===== config.mk =====
export PLATFORM = sky130hd
export DESIGN_NAME = bundle_dispatch_top
export DESIGN_NICKNAME = d
export VERILOG_FILES = /design/src/rtl/dispatch_pkg.sv /design/src/rtl/dispatch_ctrl.sv /design/src/rtl/dispatch_dp.sv /design/src/rtl/bundle_dispatch_top.sv
export SDC_FILE = /design/constraint.sdc
export NUM_CORES = 1
export LEC_CHECK = 0
export BUFFER_PORTS_ARGS = -buffer_cell sky130_fd_sc_hd__buf_2
export CAP_MARGIN = 20
export CORE_AREA = 2 2 235 237
export DETAILED_ROUTE_END_ITERATION = 6
export DIE_AREA = 0 0 237 239
export PLACE_DENSITY = 0.58
export SYNTH_ARGS = -nofsm -noshare
export SYNTH_HDL_FRONTEND = slang
export SYNTH_SLANG_ARGS = --single-unit

===== constraint.sdc =====
create_clock -name clk -period 4.9 [get_ports clk]
set_input_delay 0.245 -clock clk [delete_from_list [all_inputs] [get_ports clk]]
set_output_delay 0.245 -clock clk [all_outputs]
set_load 0.05 [all_outputs]

===== src/rtl/dispatch_pkg.sv =====
package dispatch_pkg;
  localparam int NUM_BUNDLES = 2;

  typedef struct packed {
    logic [NUM_BUNDLES-1:0] take;
    logic                   predWe;
  } dispCtrl_t;
endpackage


===== src/rtl/dispatch_ctrl.sv =====
module dispatch_ctrl
  import dispatch_pkg::*;
#(
  parameter int QP_W = 6
) (
  input  logic                   clk,
  input  logic                   rstN,
  input  logic [NUM_BUNDLES-1:0] inValid,
  input  logic                   predWrEn,
  input  logic [QP_W-1:0]        predWrIdx,
  output logic                   inReady,
  output dispCtrl_t              ctrl
);
  logic readyQ;

  always_ff @(posedge clk or negedge rstN) begin
    if (!rstN) readyQ <= 1'b0;
    else       readyQ <= 1'b1;
  end

  assign inReady = readyQ;

  always_comb begin
    ctrl.take   = inValid & {NUM_BUNDLES{readyQ}};
    // the always-true entry is never written
    ctrl.predWe = predWrEn && (predWrIdx != '0);
  end

  a_r2_ready_holds: assert property (@(posedge clk) disable iff (!rstN)
    inReady |=> inReady);
endmodule


===== src/rtl/dispatch_dp.sv =====
module dispatch_dp
  import dispatch_pkg::*;
#(
  parameter int TMPL_W = 5,
  parameter int SLOT_W = 41,
  parameter int SLOTS  = 3,
  parameter int OPC_W  = 4,
  parameter int QP_W   = 6,
  localparam int BUNDLE_W = TMPL_W + SLOTS * SLOT_W,
  localparam int LANES    = NUM_BUNDLES * SLOTS,
  localparam int NPRED    = 1 << QP_W
) (
  input  logic                          clk,
  input  logic                          rstN,
  input  dispCtrl_t                     ctrl,
  input  logic [NUM_BUNDLES*BUNDLE_W-1:0] inBundle,
  input  logic [QP_W-1:0]               predWrIdx,
  input  logic                          predWrData,
  output logic [LANES-1:0]              outValid,
  output logic [LANES-1:0]              outIssue,
  output logic [LANES*OPC_W-1:0]        outOpcode,
  output logic [LANES*QP_W-1:0]         outQp,
  output logic [LANES*SLOT_W-1:0]       outSlot,
  output logic [NUM_BUNDLES*TMPL_W-1:0] outTemplate
);
  logic [NPRED-1:0] predQ;

  // predicate file: entry 0 resets to 1 and is never written
  always_ff @(posedge clk or negedge rstN) begin
    if (!rstN)            predQ <= NPRED'(1);
    else if (ctrl.predWe) predQ[predWrIdx] <= predWrData;
  end

  for (genvar b = 0; b < NUM_BUNDLES; b++) begin : g_bnd
    logic [TMPL_W-1:0] tmplQ;

    always_ff @(posedge clk) begin
      if (ctrl.take[b]) tmplQ <= inBundle[b*BUNDLE_W +: TMPL_W];
    end

    assign outTemplate[b*TMPL_W +: TMPL_W] = tmplQ;

    for (genvar s = 0; s < SLOTS; s++) begin : g_slot
      localparam int LANE = b * SLOTS + s;
      logic [SLOT_W-1:0] slotIn;
      logic [SLOT_W-1:0] slotQ;
      logic              validQ;
      logic              issueQ;

      assign slotIn = inBundle[b*BUNDLE_W + TMPL_W + s*SLOT_W +: SLOT_W];

      always_ff @(posedge clk or negedge rstN) begin
        if (!rstN) begin
          validQ <= 1'b0;
          issueQ <= 1'b0;
        end else begin
          validQ <= ctrl.take[b];
          issueQ <= ctrl.take[b] & predQ[slotIn[QP_W-1:0]];
        end
      end

      always_ff @(posedge clk) begin
        if (ctrl.take[b]) slotQ <= slotIn;
      end

      assign outValid[LANE]                  = validQ;
      assign outIssue[LANE]                  = issueQ;
      assign outSlot[LANE*SLOT_W +: SLOT_W]  = slotQ;
      assign outOpcode[LANE*OPC_W +: OPC_W]  = slotQ[SLOT_W-1 -: OPC_W];
      assign outQp[LANE*QP_W +: QP_W]        = slotQ[QP_W-1:0];

      a_r5_lane_follows_take: assert property (@(posedge clk) disable iff (!rstN)
        ctrl.take[b] |=> validQ);
      a_r5_idle_lane_quiet: assert property (@(posedge clk) disable iff (!rstN)
        !ctrl.take[b] |=> !validQ);
      a_r9_issue_needs_valid: assert property (@(posedge clk) disable iff (!rstN)
        issueQ |-> validQ);
      a_r7_pred0_issues: assert property (@(posedge clk) disable iff (!rstN)
        (validQ && slotQ[QP_W-1:0] == '0) |-> issueQ);
    end
  end
endmodule


===== src/rtl/bundle_dispatch_top.sv =====
module bundle_dispatch_top
  import dispatch_pkg::*;
#(
  parameter int TMPL_W = 5,
  parameter int SLOT_W = 41,
  parameter int SLOTS  = 3,
  parameter int OPC_W  = 4,
  parameter int QP_W   = 6,
  localparam int BUNDLE_W = TMPL_W + SLOTS * SLOT_W,
  localparam int LANES    = NUM_BUNDLES * SLOTS
) (
  input  logic                          clk,
  input  logic                          rstN,
  input  logic                          inValidA,
  input  logic [BUNDLE_W-1:0]           inBundleA,
  input  logic                          inValidB,
  input  logic [BUNDLE_W-1:0]           inBundleB,
  output logic                          inReady,
  input  logic                          predWrEn,
  input  logic [QP_W-1:0]               predWrIdx,
  input  logic                          predWrData,
  output logic [LANES-1:0]              outValid,
  output logic [LANES-1:0]              outIssue,
  output logic [LANES*OPC_W-1:0]        outOpcode,
  output logic [LANES*QP_W-1:0]         outQp,
  output logic [LANES*SLOT_W-1:0]       outSlot,
  output logic [NUM_BUNDLES*TMPL_W-1:0] outTemplate
);
  dispCtrl_t ctrl;

  dispatch_ctrl #(.QP_W(QP_W)) u_ctrl (
    .clk       (clk),
    .rstN      (rstN),
    .inValid   ({inValidB, inValidA}),
    .predWrEn  (predWrEn),
    .predWrIdx (predWrIdx),
    .inReady   (inReady),
    .ctrl      (ctrl)
  );

  dispatch_dp #(
    .TMPL_W (TMPL_W),
    .SLOT_W (SLOT_W),
    .SLOTS  (SLOTS),
    .OPC_W  (OPC_W),
    .QP_W   (QP_W)
  ) u_dp (
    .clk         (clk),
    .rstN        (rstN),
    .ctrl        (ctrl),
    .inBundle    ({inBundleB, inBundleA}),
    .predWrIdx   (predWrIdx),
    .predWrData  (predWrData),
    .outValid    (outValid),
    .outIssue    (outIssue),
    .outOpcode   (outOpcode),
    .outQp       (outQp),
    .outSlot     (outSlot),
    .outTemplate (outTemplate)
  );
endmodule


==> impl_metrics.env, run 1 <==
export IMPL_grt_pass1_wl_um=91240
export IMPL_r2r_cells=3
export IMPL_synth_ff_type="edfxtp_1"
export IMPL_setup_viol=0
export IMPL_gp_congestion=0.9715
export IMPL_crit_path_end_kind="flop"
export IMPL_synth_warnings=0
export IMPL_ys_ff_latch=329
export IMPL_finalMaxSlewViolations=0
export IMPL_synth_edff_count=256
export IMPL_synth_seq_area_share=0.6542
export IMPL_syn_nets=1082
export IMPL_p_int_w=0.005581
export IMPL_vias=11240
export IMPL_die_x_um=237
export IMPL_cts_tree="built"
export IMPL_fin_crit_sh=0.4838
export IMPL_cp_data_required_time_ns=5.07
export IMPL_start_util=0.2676
export IMPL_portBuffers=596
export IMPL_total_power_w=0.007856
export IMPL_start_kind="flop"
export IMPL_synthArstFlopShare=0.2219
export IMPL_r2r_slack_ns=2.53
export IMPL_arrival_ns=2.54
export IMPL_synth_cells=814
export IMPL_layout_common_cells="buf_2, edfxtp_1, dlygate4sd3_1"
export IMPL_rows=86
export IMPL_r2r_start="u_ctrl.inReady"
export IMPL_clkSinkCount=329
export IMPL_die_h_um=239
export IMPL_path_clk_slew_ns=0.06
export IMPL_seqPwrFrac=0.436
export IMPL_final_common_cell="buf_2"
export IMPL_power_share_clock=0.387
export IMPL_clockRootBuffer="clkbuf_16"
export IMPL_rsz0062_at_grt="no"
export IMPL_hold_path_class="primary input to flop"
export IMPL_wire_per_inst_um=29.82
export IMPL_fin_crit_ns=2.371
export IMPL_post_dp_cell_area_mm2=0.01769
export IMPL_p_leak_nw=8.892
export IMPL_syn_avg_cell_area_um2=17.87
export IMPL_grt_start_max_net_pins=128
export IMPL_syn_area_mm2=0.01454
export IMPL_dp_cells=1999
export IMPL_drive_gt1_frac=0.5222
export IMPL_cts_made_buffers=39
export IMPL_grt_pass1_vias=11280
export IMPL_worstPathMaxFanout=86
export IMPL_maxClockFrequency_mhz=421.8
export IMPL_power_density_mw_per_mm2=368.1
export IMPL_antenna_found_initial=20
export IMPL_drt_initial_drc_count=932
export IMPL_fin_area_mm2=0.02135
export IMPL_grt_total_usage=0.2353
export IMPL_maxSlewHeadroom=0.3279
export IMPL_h_tree_depth=2
export IMPL_vias_per_cell=4.872
export IMPL_post_cts_resized=0
export IMPL_worstSetupPathType="flop to flop"
export IMPL_setup_tns_ns=0
export IMPL_rr_endpoint="u_dp.g_bnd[1].g_slot[2].slotQ[0]"
export IMPL_outcome="finished, final reports clean"
export IMPL_die_area_mm2=0.05664
export IMPL_routed_wl_um=68770
export IMPL_dp_hpwl_um=52450
export IMPL_clk_latency_ns=0.56
export IMPL_final_cell_count_no_fill=2306
export IMPL_power_switching_w=0.002275
export IMPL_worst_slew_pin_slew_ns=0.9989
export IMPL_io_pins=597
export IMPL_min_from="inBundleA[49]"
export IMPL_core_mm2=0.05434
export IMPL_fin_skew_ns=0.01946
export IMPL_clk_path_buf_depth=3
export IMPL_nets=1834
export IMPL_detail_route_first_pass_iterations=5
export IMPL_swShare=0.2896
export IMPL_peakVddDrop_uv=238.8
export IMPL_pwr_share_comb=0.177
export IMPL_grt_overflow=0
export IMPL_ys_types=43
export IMPL_hold_path_end="u_dp.g_bnd[0].g_slot[1].slotQ[3]"
export IMPL_antenna_left=0
export IMPL_worstHoldPathCells=1
export IMPL_syn_to_final_growth_pct=46.77
export IMPL_maxCapViolations=0
export IMPL_timing_final_hold_violations=0
export IMPL_drc_errors=0
[cell usage after synthesis, drive strengths merged, types with 3 or more instances]
| library cell | count | area (µm²) |
|---|---|---|
| nand2 | 47 | 176.4 |
| dfrtp | 72 | 1802 |
| mux2 | 73 | 822.0 |
| nand3b | 6 | 45.04 |
| o211ai | 3 | 22.52 |
| mux2i | 30 | 300.3 |
| nor3 | 4 | 20.02 |
| mux4 | 102 | 2327 |
| nand4 | 3 | 18.77 |
| buf | 92 | 665.6 |
| edfxtp | 256 | 7687 |
| o221ai | 4 | 35.03 |
| and3 | 3 | 18.77 |
| nand3 | 5 | 25.02 |
| a21oi | 3 | 15.01 |
| nor2 | 42 | 157.7 |
| nor2b | 4 | 25.02 |
| inv | 7 | 26.28 |
| nand2b | 5 | 31.28 |
| nor3b | 3 | 22.52 |
| clkbuf | 25 | 93.84 |
[critical path, cell delays in order (launching register included)]
cell,delay [ns]
dfrtp_1,0.38
nand2_1,0.23
inv_6,0.62
buf_4,0.66
[through the flow]
step / setup WS, ns / util / hold slack (ns)
6_report: 2.529 / 0.3928 / 0.04194
5_1_grt: 2.366 / 0.3926 / 0.009174
3_3_place_gp: 2.566 / 0.3255 / 0.4221
3_5_place_dp: 2.499 / 0.3255 / 0.4154
4_1_cts: 2.487 / 0.3921 / 0.009596
2_1_floorplan: 1.093 / - / -0.05059
[state kept, by name (all words and copies together) (netlist names)]
signal                    cells
u_dp.g_bnd.g_slot.slotQ     246
u_dp.predQ                   64
u_dp.g_bnd.tmplQ             10
u_dp.g_bnd.g_slot.issueQ      6
u_dp.g_bnd.g_slot.validQ      2
u_ctrl.inReady                1
[timing repair]
| action | CTS | global route |
|---|---|---|
| buffers inserted | 0 | 0 |
| hold endpoints to repair | 303 | 0 |
| hold buffers | 229 | 0 |
[power groups by stage]
| stage | clock [W] | sequential (W) | combinational (W) |
|---|---|---|---|
| after global routing | 0.00321 | 0.00344 | 0.00146 |
| after detailed placement | 0 | 0.00347 | 0.00123 |
| after CTS | 0.00313 | 0.00341 | 0.00139 |
| after floorplan | 0 | 0.00366 | 0.000573 |
| after global placement | 0 | 0.00347 | 0.00122 |
| final | 0.00304 | 0.00343 | 0.00139 |
[metal layers]
| metal | vias up | global-route usage | routed length [µm] |
|---|---|---|---|
| met1 | 5791 | 0.2998 | 26780 |
| li1 | 4647 | - | - |
| met4 | 16 | 0.09858 | 3286 |
| met5 | - | 0 | 101 |
| met3 | 127 | 0.07829 | 7164 |
| met2 | 654 | 0.3676 | 31440 |
[worst max-delay path by stage]
stage,from,endpoint,slack [ns],cells after the start
2_1_floorplan,u_ctrl.inReady,u_dp.g_bnd[1].g_slot[0].slotQ[0],1.09,2
3_3_place_gp,inBundleB[47],u_dp.g_bnd[1].g_slot[1].issueQ,2.57,6
3_5_place_dp,u_ctrl.inReady,u_dp.g_bnd[1].g_slot[0].slotQ[21],2.50,3
4_1_cts,u_ctrl.inReady,u_dp.g_bnd[1].g_slot[2].slotQ[0],2.49,3
5_1_grt,u_ctrl.inReady,u_dp.g_bnd[1].g_slot[2].slotQ[0],2.37,3
6_report,u_ctrl.inReady,u_dp.g_bnd[1].g_slot[2].slotQ[0],2.53,3
[final cells by class]
cell class / instances / area, µm²
fillers: 5020 / 32990
clock buffers: 53 / 1102
diodes: 5 / 12.51
inverters: 7 / 31.28
well taps: 704 / 880.8
flip-flops and latches: 329 / 9515
clock inverters: 19 / 225.2
repair buffers: 828 / 5333
multi-input cells: 361 / 4245
[cell families after synthesis]
logic type	after synthesis	share of synthesized area
flops	329	0.6543
mux	205	0.2372
simple gates	132	0.04215
buf+inv	124	0.05403
compound gates	23	0.01213
other cells	1	0.0002578
(Power assumes the default switching activity.)
==> inputs of run 2 (changes only) <==
--- a/config.mk
+++ b/config.mk
@@ -5,12 +5,13 @@
 export SDC_FILE = /design/constraint.sdc
 export NUM_CORES = 1
 export LEC_CHECK = 0
+export ABC_AREA = 1
 export BUFFER_PORTS_ARGS = -buffer_cell sky130_fd_sc_hd__buf_2
 export CAP_MARGIN = 20
-export CORE_AREA = 2 2 235 237
+export CORE_AREA = 2 2 231 233
 export DETAILED_ROUTE_END_ITERATION = 6
-export DIE_AREA = 0 0 237 239
-export PLACE_DENSITY = 0.58
+export DIE_AREA = 0 0 233 235
+export PLACE_DENSITY = 0.62
 export SYNTH_ARGS = -nofsm -noshare
 export SYNTH_HDL_FRONTEND = slang
 export SYNTH_SLANG_ARGS = --single-unit
==> constraint.sdc (replaced) <==
create_clock -name clk -period 2.16 [get_ports clk]
set_input_delay 0.108 -clock clk [delete_from_list [all_inputs] [get_ports clk]]
set_output_delay 0.108 -clock clk [all_outputs]
set_load 0.05 [all_outputs]
==> run 2 against run 1 <==
Effect of this change: sequential share of layout area fell by 2.3 points; highest routed layer is now met4; cell count rose by 34%; worst hold slack improved by 0.030 ns; flip-flop and latch count did not move; critical path type unchanged; global-route usage rose by 3.9 points.
==> impl_metrics.env, run 2 <==
export IMPL_outcome="finished, final reports clean"
export IMPL_final_cell_count_no_fill=3097
export IMPL_dp_cells=2758
export IMPL_setup_tns_ns=0
export IMPL_arrival_ns=2.56
export IMPL_clk_latency_ns=0.57
export IMPL_fin_crit_ns=2.068
export IMPL_ys_ff_latch=329
export IMPL_synth_ff_type="edfxtp_1"
export IMPL_met2_usage=0.4059
export IMPL_gr_usage_met1=0.3569
export IMPL_synth_edff_count=256
export IMPL_maxCapViolations=0
export IMPL_die_h_um=235
export IMPL_synth_cells=1533
export IMPL_clkSinkCount=329
export IMPL_cts_made_buffers=38
export IMPL_top_register="u_dp.g_bnd.g_slot.slotQ"
export IMPL_peakVddDrop_uv=498.0
export IMPL_drive_gt1_frac=0.3124
export IMPL_rsz0062_at_grt="no"
export IMPL_path_clk_slew_ns=0.06
export IMPL_grt_overflow=0
export IMPL_clk_path_buf_depth=3
export IMPL_maxSlewHeadroom=0.3764
export IMPL_yosys_area_share_simple=0.2539
export IMPL_hold_path_class="primary input to flop"
export IMPL_vias_per_cell=5.009
export IMPL_crit_path_end_kind="flop"
export IMPL_power_share_clock=0.333
export IMPL_synthArstFlopShare=0.2219
export IMPL_maxClockFrequency_mhz=483.6
export IMPL_io_pins=597
export IMPL_antenna_found_initial=5
export IMPL_wire_per_inst_um=24.94
export IMPL_portBuffers=596
export IMPL_antenna_left=0
export IMPL_synth_seq_area_share=0.6346
export IMPL_synth_xor_area_frac=0
export IMPL_largest_reg_flops=246
export IMPL_ys_types=21
export IMPL_cp_slowest_cell="dlygate4sd3_1"
export IMPL_routed_wl_um=77240
export IMPL_grt_start_max_net_pins=130
export IMPL_p_leak_nw=9.962
export IMPL_final_common_cell="buf_2"
export IMPL_synthMuxAreaShare=0
export IMPL_power_density_mw_per_mm2=833.3
export IMPL_synth_adder_area_share=0
export IMPL_vias=15510
export IMPL_finalMaxSlewViolations=0
export IMPL_swShare=0.3377
export IMPL_timing_final_hold_violations=0
export IMPL_gp_congestion=1.086
export IMPL_syn_avg_cell_area_um2=9.781
export IMPL_ys_top_cells_by_area="edfxtp_1, dfrtp_1, nand2_1, nand3_1, buf_4"
export IMPL_setup_viol=0
export IMPL_yosys_area_top_type_share=0.5127
export IMPL_gr_max_usage_layer="met2"
export IMPL_synth_warnings=0
export IMPL_largestRegisters="u_dp.g_bnd.g_slot.slotQ: 246 flops, u_dp.predQ: 64 flops, u_dp.g_bnd.tmplQ: 10 flops"
export IMPL_syn_to_final_growth_pct=50.13
export IMPL_synth_compound_area_frac=0.03663
export IMPL_dp_hpwl_um=55820
export IMPL_fin_skew_ns=0.03130
export IMPL_syn_nets=1801
export IMPL_synth_common_cells="nand2_1, nand3_1, edfxtp_1"
export IMPL_cts_tree="built"
export IMPL_detail_route_first_pass_iterations=7
export IMPL_nets=2646
export IMPL_syn_area_mm2=0.01499
export IMPL_cp_cell_sequence="inv_1 -> o21ai_0 -> nand3_1 -> nand2_1 -> nand2_1 -> nand3_1 -> nand3_1 -> a21oi_1 -> dlygate4sd3_1"
export IMPL_hold_worst_slack_ns=0.07210
export IMPL_yosysTopAreaCell="edfxtp_1"
export IMPL_clockRootBuffer="clkbuf_16"
export IMPL_grt_total_usage=0.2743
export IMPL_synth_top_family_by_area="simple AND/OR/NAND/NOR gates"
export IMPL_fin_crit_sh=0.9574
export IMPL_h_tree_depth=2
export IMPL_power_switching_w=0.006335
export IMPL_worstPathMaxFanout=5
export IMPL_grt_pass1_wl_um=107200
export IMPL_grt_pass1_vias=15080
export IMPL_worst_slew_pin_slew_ns=0.9354
export IMPL_crit_path_max_incr_delay_ns=0.55
export IMPL_use_met3=0.09709
export IMPL_start_kind="flop"
export IMPL_worstSetupPathType="flop to flop"
export IMPL_layout_common_cells="buf_2, nand2_1, nand3_1"
export IMPL_core_mm2=0.05224
export IMPL_drc_errors=0
export IMPL_start_util=0.2871
export IMPL_pwr_share_comb=0.254
export IMPL_die_x_um=233
export IMPL_crit_path_frequent_cell="nand3_1"
export IMPL_synth_most_common_cell="nand2_1"
export IMPL_seqPwrFrac=0.413
export IMPL_utilization=0.4310
export IMPL_die_area_mm2=0.05476
export IMPL_drt_initial_drc_count=1879
export IMPL_p_int_w=0.01242
export IMPL_cp_data_required_time_ns=2.65
export IMPL_rows=84
[run 2: cell count changes after synthesis, sizes merged, moves of 15 or more]
cell,before,now
nand2,47,475
inv,7,59
nand3,5,313
mux4,102,0
nor2,42,97
a21oi,3,76
mux2i,30,0
buf,92,121
mux2,73,0
o21ai,1,16
[run 2: timing repair]
| action | CTS | global route |
|---|---|---|
| hold buffers | 268 | 0 |
| setup buffers | 0 | 0 |
| gates resized for setup | 0 | 1 |
| endpoints found under the setup margin | 0 | 1 |
| endpoints found under the hold margin | 346 | 0 |
[run 2: per-layer routing]
metal  up-vias  wire, µm  share of wire
met5         -         0              0
met4         0      4034          0.052
met3       187      9062           0.12
met2       975     33330           0.43
met1      7504     30810           0.40
li1       6848         -              -
[run 2: power by group through the flow]
| stage | Combinational, W | Sequential, W | Clock [W] |
|---|---|---|---|
| final | 0.00476 | 0.00775 | 0.00625 |
| after global placement | 0.00422 | 0.00783 | 0 |
| after floorplan | 0.00152 | 0.00853 | 0 |
| after global routing | 0.00501 | 0.00776 | 0.00660 |
| after CTS | 0.00466 | 0.00771 | 0.00640 |
| after detailed placement | 0.00424 | 0.00783 | 0 |
[run 2: path summary, 6_finish.rpt]
| path | slack [ns] | startpoint | cells after the start | endpoint |
|---|---|---|---|---|
| worst max-delay path | 0.09 | u_dp.predQ[34] | 9 | u_dp.g_bnd[0].g_slot[0].issueQ |
| worst min-delay path | 0.07 | inBundleA[47] | 2 | u_dp.g_bnd[0].g_slot[1].slotQ[1] |
| worst max register to register | 0.09 | u_dp.predQ[34] | 9 | u_dp.g_bnd[0].g_slot[0].issueQ |
| worst min register to register | 0.58 | u_dp.predQ[13] | 2 | u_dp.predQ[13] |
| max in group asynchronous | 0.46 | rstN | 4 | u_ctrl.inReady |
| min in group asynchronous | 0.47 | rstN | 3 | u_dp.predQ[4] |
[run 2: per-stage QoR]
step / area, µm² / setup WS (ns) / power, W
finish: 22510 / 0.09205 / 0.01876
global route: 22510 / 0.02193 / 0.01937
detailed placement: 18640 / 0.4699 / 0.01207
floorplan: 15020 / -0.7736 / 0.01006
CTS: 22500 / 0.09046 / 0.01877
global placement: 18640 / 0.5072 / 0.01205
[run 2: final cells by class]
cell class                      count  area (µm²)
Clock inverter                     15       155.1
Sequential cell                   329        9517
Antenna cell                        5       12.51
Clock buffer                       51        1021
Inverter                           59       229.0
Fill cell                        4973       29720
Multi-Input combinational cell   1005        4375
Tap cell                          688       860.8
Timing Repair Buffer              945        6341
[run 2: logic make-up after synthesis]
family,after synthesis
flops,329
buf+inv,199
other cells,1
simple gates,898
compound gates,106
[run 2: worst max-delay path, delay by kind of cell (launching register included)]
kind	cells	cell delay (ns)
buffers and inverters	2	0.77
flip-flops	1	0.52
AND/OR/NAND/NOR	5	0.37
AO/OA/AOI/OAI	2	0.32
==> inputs of run 3 (changes only) <==
--- a/config.mk
+++ b/config.mk
@@ -11,7 +11,7 @@
 export CORE_AREA = 2 2 231 233
 export DETAILED_ROUTE_END_ITERATION = 6
 export DIE_AREA = 0 0 233 235
-export PLACE_DENSITY = 0.62
+export PLACE_DENSITY = 0.57
 export SYNTH_ARGS = -nofsm -noshare
 export SYNTH_HDL_FRONTEND = slang
 export SYNTH_SLANG_ARGS = --single-unit
==> constraint.sdc (replaced) <==
create_clock -name clk -period 2.16 [get_ports clk]
set_input_delay 0.216 -clock clk [delete_from_list [all_inputs] [get_ports clk]]
set_output_delay 0.216 -clock clk [all_outputs]
set_load 0.05 [all_outputs]
==> run 3 against run 2 <==
Effect of this change: combinational power is 24% lower; critical path depth decreased by 8; global-route usage is 1.2 points lower; fmax up 15%; clock-buffer cell count fell by 5; highest routed layer is now met5; via count down 3.4%.
==> impl_metrics.env, run 3 (same netlist as run 2, synthesis figures left out) <==
export IMPL_crit_path_start="u_dp.g_bnd[0].g_slot[0].slotQ[4]"
export IMPL_cts_made_buffers=39
export IMPL_io_pins=597
export IMPL_drt_initial_drc_count=1922
export IMPL_cp_data_required_time_ns=1.94
export IMPL_rows=84
export IMPL_fin_ws_ns=0.3676
export IMPL_gp_congestion=0.9691
export IMPL_crit_path_end_kind="output port"
export IMPL_largestRegisters="u_dp.g_bnd.g_slot.slotQ: 246 flops, u_dp.predQ: 64 flops, u_dp.g_bnd.tmplQ: 10 flops"
export IMPL_detail_route_first_pass_iterations=6
export IMPL_timing_final_hold_violations=0
export IMPL_p_leak_nw=9.605
export IMPL_die_h_um=235
export IMPL_path_clk_slew_ns=0.06
export IMPL_core_mm2=0.05224
export IMPL_cp_cell_sequence="buf_2"
export IMPL_power_density_mw_per_mm2=840.1
export IMPL_grt_total_usage=0.2624
export IMPL_arrival_ns=1.58
export IMPL_layout_common_cells="buf_2, nand2_1, nand3_1"
export IMPL_grt_overflow=0
export IMPL_cts_tree="built"
export IMPL_grt_pass1_wl_um=102600
export IMPL_cts_setup_buffers=0
export IMPL_maxSlewHeadroom=0.5290
export IMPL_final_common_cell="buf_2"
export IMPL_fin_crit_ns=1.792
export IMPL_crit_end="outQp[4]"
export IMPL_grt_pass1_vias=14410
export IMPL_portBuffers=596
export IMPL_routed_wl_um=74150
export IMPL_crit_path_max_incr_delay_ns=0.62
export IMPL_top_register="u_dp.g_bnd.g_slot.slotQ"
export IMPL_clkSinkCount=329
export IMPL_hold_path_class="primary input to flop"
export IMPL_die_area_mm2=0.05476
export IMPL_syn_to_final_growth_pct=46.19
export IMPL_worstPathMaxFanout=2
export IMPL_rr_endpoint="u_dp.g_bnd[0].g_slot[1].issueQ"
export IMPL_dp_hpwl_um=53540
export IMPL_cp_slowest_cell="edfxtp_1"
export IMPL_fin_skew_ns=0.009629
export IMPL_start_kind="flop"
export IMPL_fin_crit_sh=0.8298
export IMPL_largest_reg_flops=246
export IMPL_finalMaxSlewViolations=0
export IMPL_setup_viol=0
export IMPL_post_dp_cell_area_mm2=0.01824
export IMPL_start_util=0.2871
export IMPL_clk_path_buf_depth=3
export IMPL_fin_area_mm2=0.02192
export IMPL_vias=14980
export IMPL_grt_start_max_net_pins=128
export IMPL_drc_errors=0
export IMPL_preCtsSetupSlack_ns=0.4906
export IMPL_path_buf_inv=1
export IMPL_r2r_start="u_dp.predQ[5]"
export IMPL_critPathTopFamily="flip-flops"
export IMPL_r2r_cells=8
export IMPL_rsz0062_at_grt="no"
export IMPL_antenna_left=0
export IMPL_clk_latency_ns=0.56
export IMPL_hold_buffers=245
export IMPL_outcome="finished, final reports clean"
export IMPL_die_x_um=233
export IMPL_nets=2572
export IMPL_worstSetupPathType="flop to output port"
export IMPL_drive_gt1_frac=0.3013
export IMPL_wire_per_inst_um=24.51
export IMPL_h_tree_depth=2
export IMPL_post_cts_resized=0
export IMPL_path_depth=1
export IMPL_worst_slew_pin_slew_ns=0.7065
export IMPL_clockRootBuffer="clkbuf_16"
export IMPL_antenna_found_initial=6
export IMPL_maxClockFrequency_mhz=557.9
export IMPL_maxCapViolations=0
export IMPL_r2r_slack_ns=0.52
export IMPL_vias_per_cell=4.952
export IMPL_peakVddDrop_uv=474.1
run 3: worst min-delay path by stage:
stage	startpoint	end	slack [ns]	cells after the start
6_report	inBundleA[89]	u_dp.g_bnd[0].g_slot[2].slotQ[2]	0.03	1
5_1_grt	inBundleA[89]	u_dp.g_bnd[0].g_slot[2].slotQ[2]	0.01	1
4_1_cts	inBundleA[89]	u_dp.g_bnd[0].g_slot[2].slotQ[2]	0.004	1
3_5_place_dp	rstN	u_dp.g_bnd[1].g_slot[2].validQ	0.23	1
3_3_place_gp	rstN	u_dp.g_bnd[1].g_slot[2].validQ	0.23	1
2_1_floorplan	rstN	u_ctrl.inReady	-0.08	0
run 3: cell type report:
class | count | area (µm²)
diodes | 4 | 10.01
fillers | 5084 | 30310
clock inverters | 24 | 190.2
well taps | 688 | 860.8
clock buffers | 46 | 1033
repair buffers | 870 | 5705
inverters | 59 | 229.0
multi-input cells | 1005 | 4375
flip-flops and latches | 329 | 9517
run 3: routing by layer:
layer	part of all wire	routed length, µm	track usage
met5	0.000094	7	0
met4	0.050	3725	0.1185
met3	0.095	7050	0.06019
met2	0.43	32030	0.3910
met1	0.42	31330	0.3622
run 3: power breakdown:
part / leakage, nW / switching (W) / internal [W]
Combinational: 5.69 / 0.00236 / 0.00124
Sequential: 3.32 / 0.00112 / 0.00732
Clock: 0.597 / 0.00271 / 0.00368
Total: 9.61 / 0.00619 / 0.0122
run 3: through the flow:
step                      setup TNS (ns)  hold WS, ns  total power, W    util  std cells
after detailed placement               0       0.2307         0.01166  0.3491       2706
after floorplan                  -199.40     -0.07959         0.01006       -       1533
after global placement                 0       0.2295         0.01164  0.3491       2706
final                                  0      0.02966         0.01841  0.4197       3025
after CTS                              0     0.003594         0.01850  0.4195       3021
after global routing                   0      0.01332         0.01907  0.4196       3023
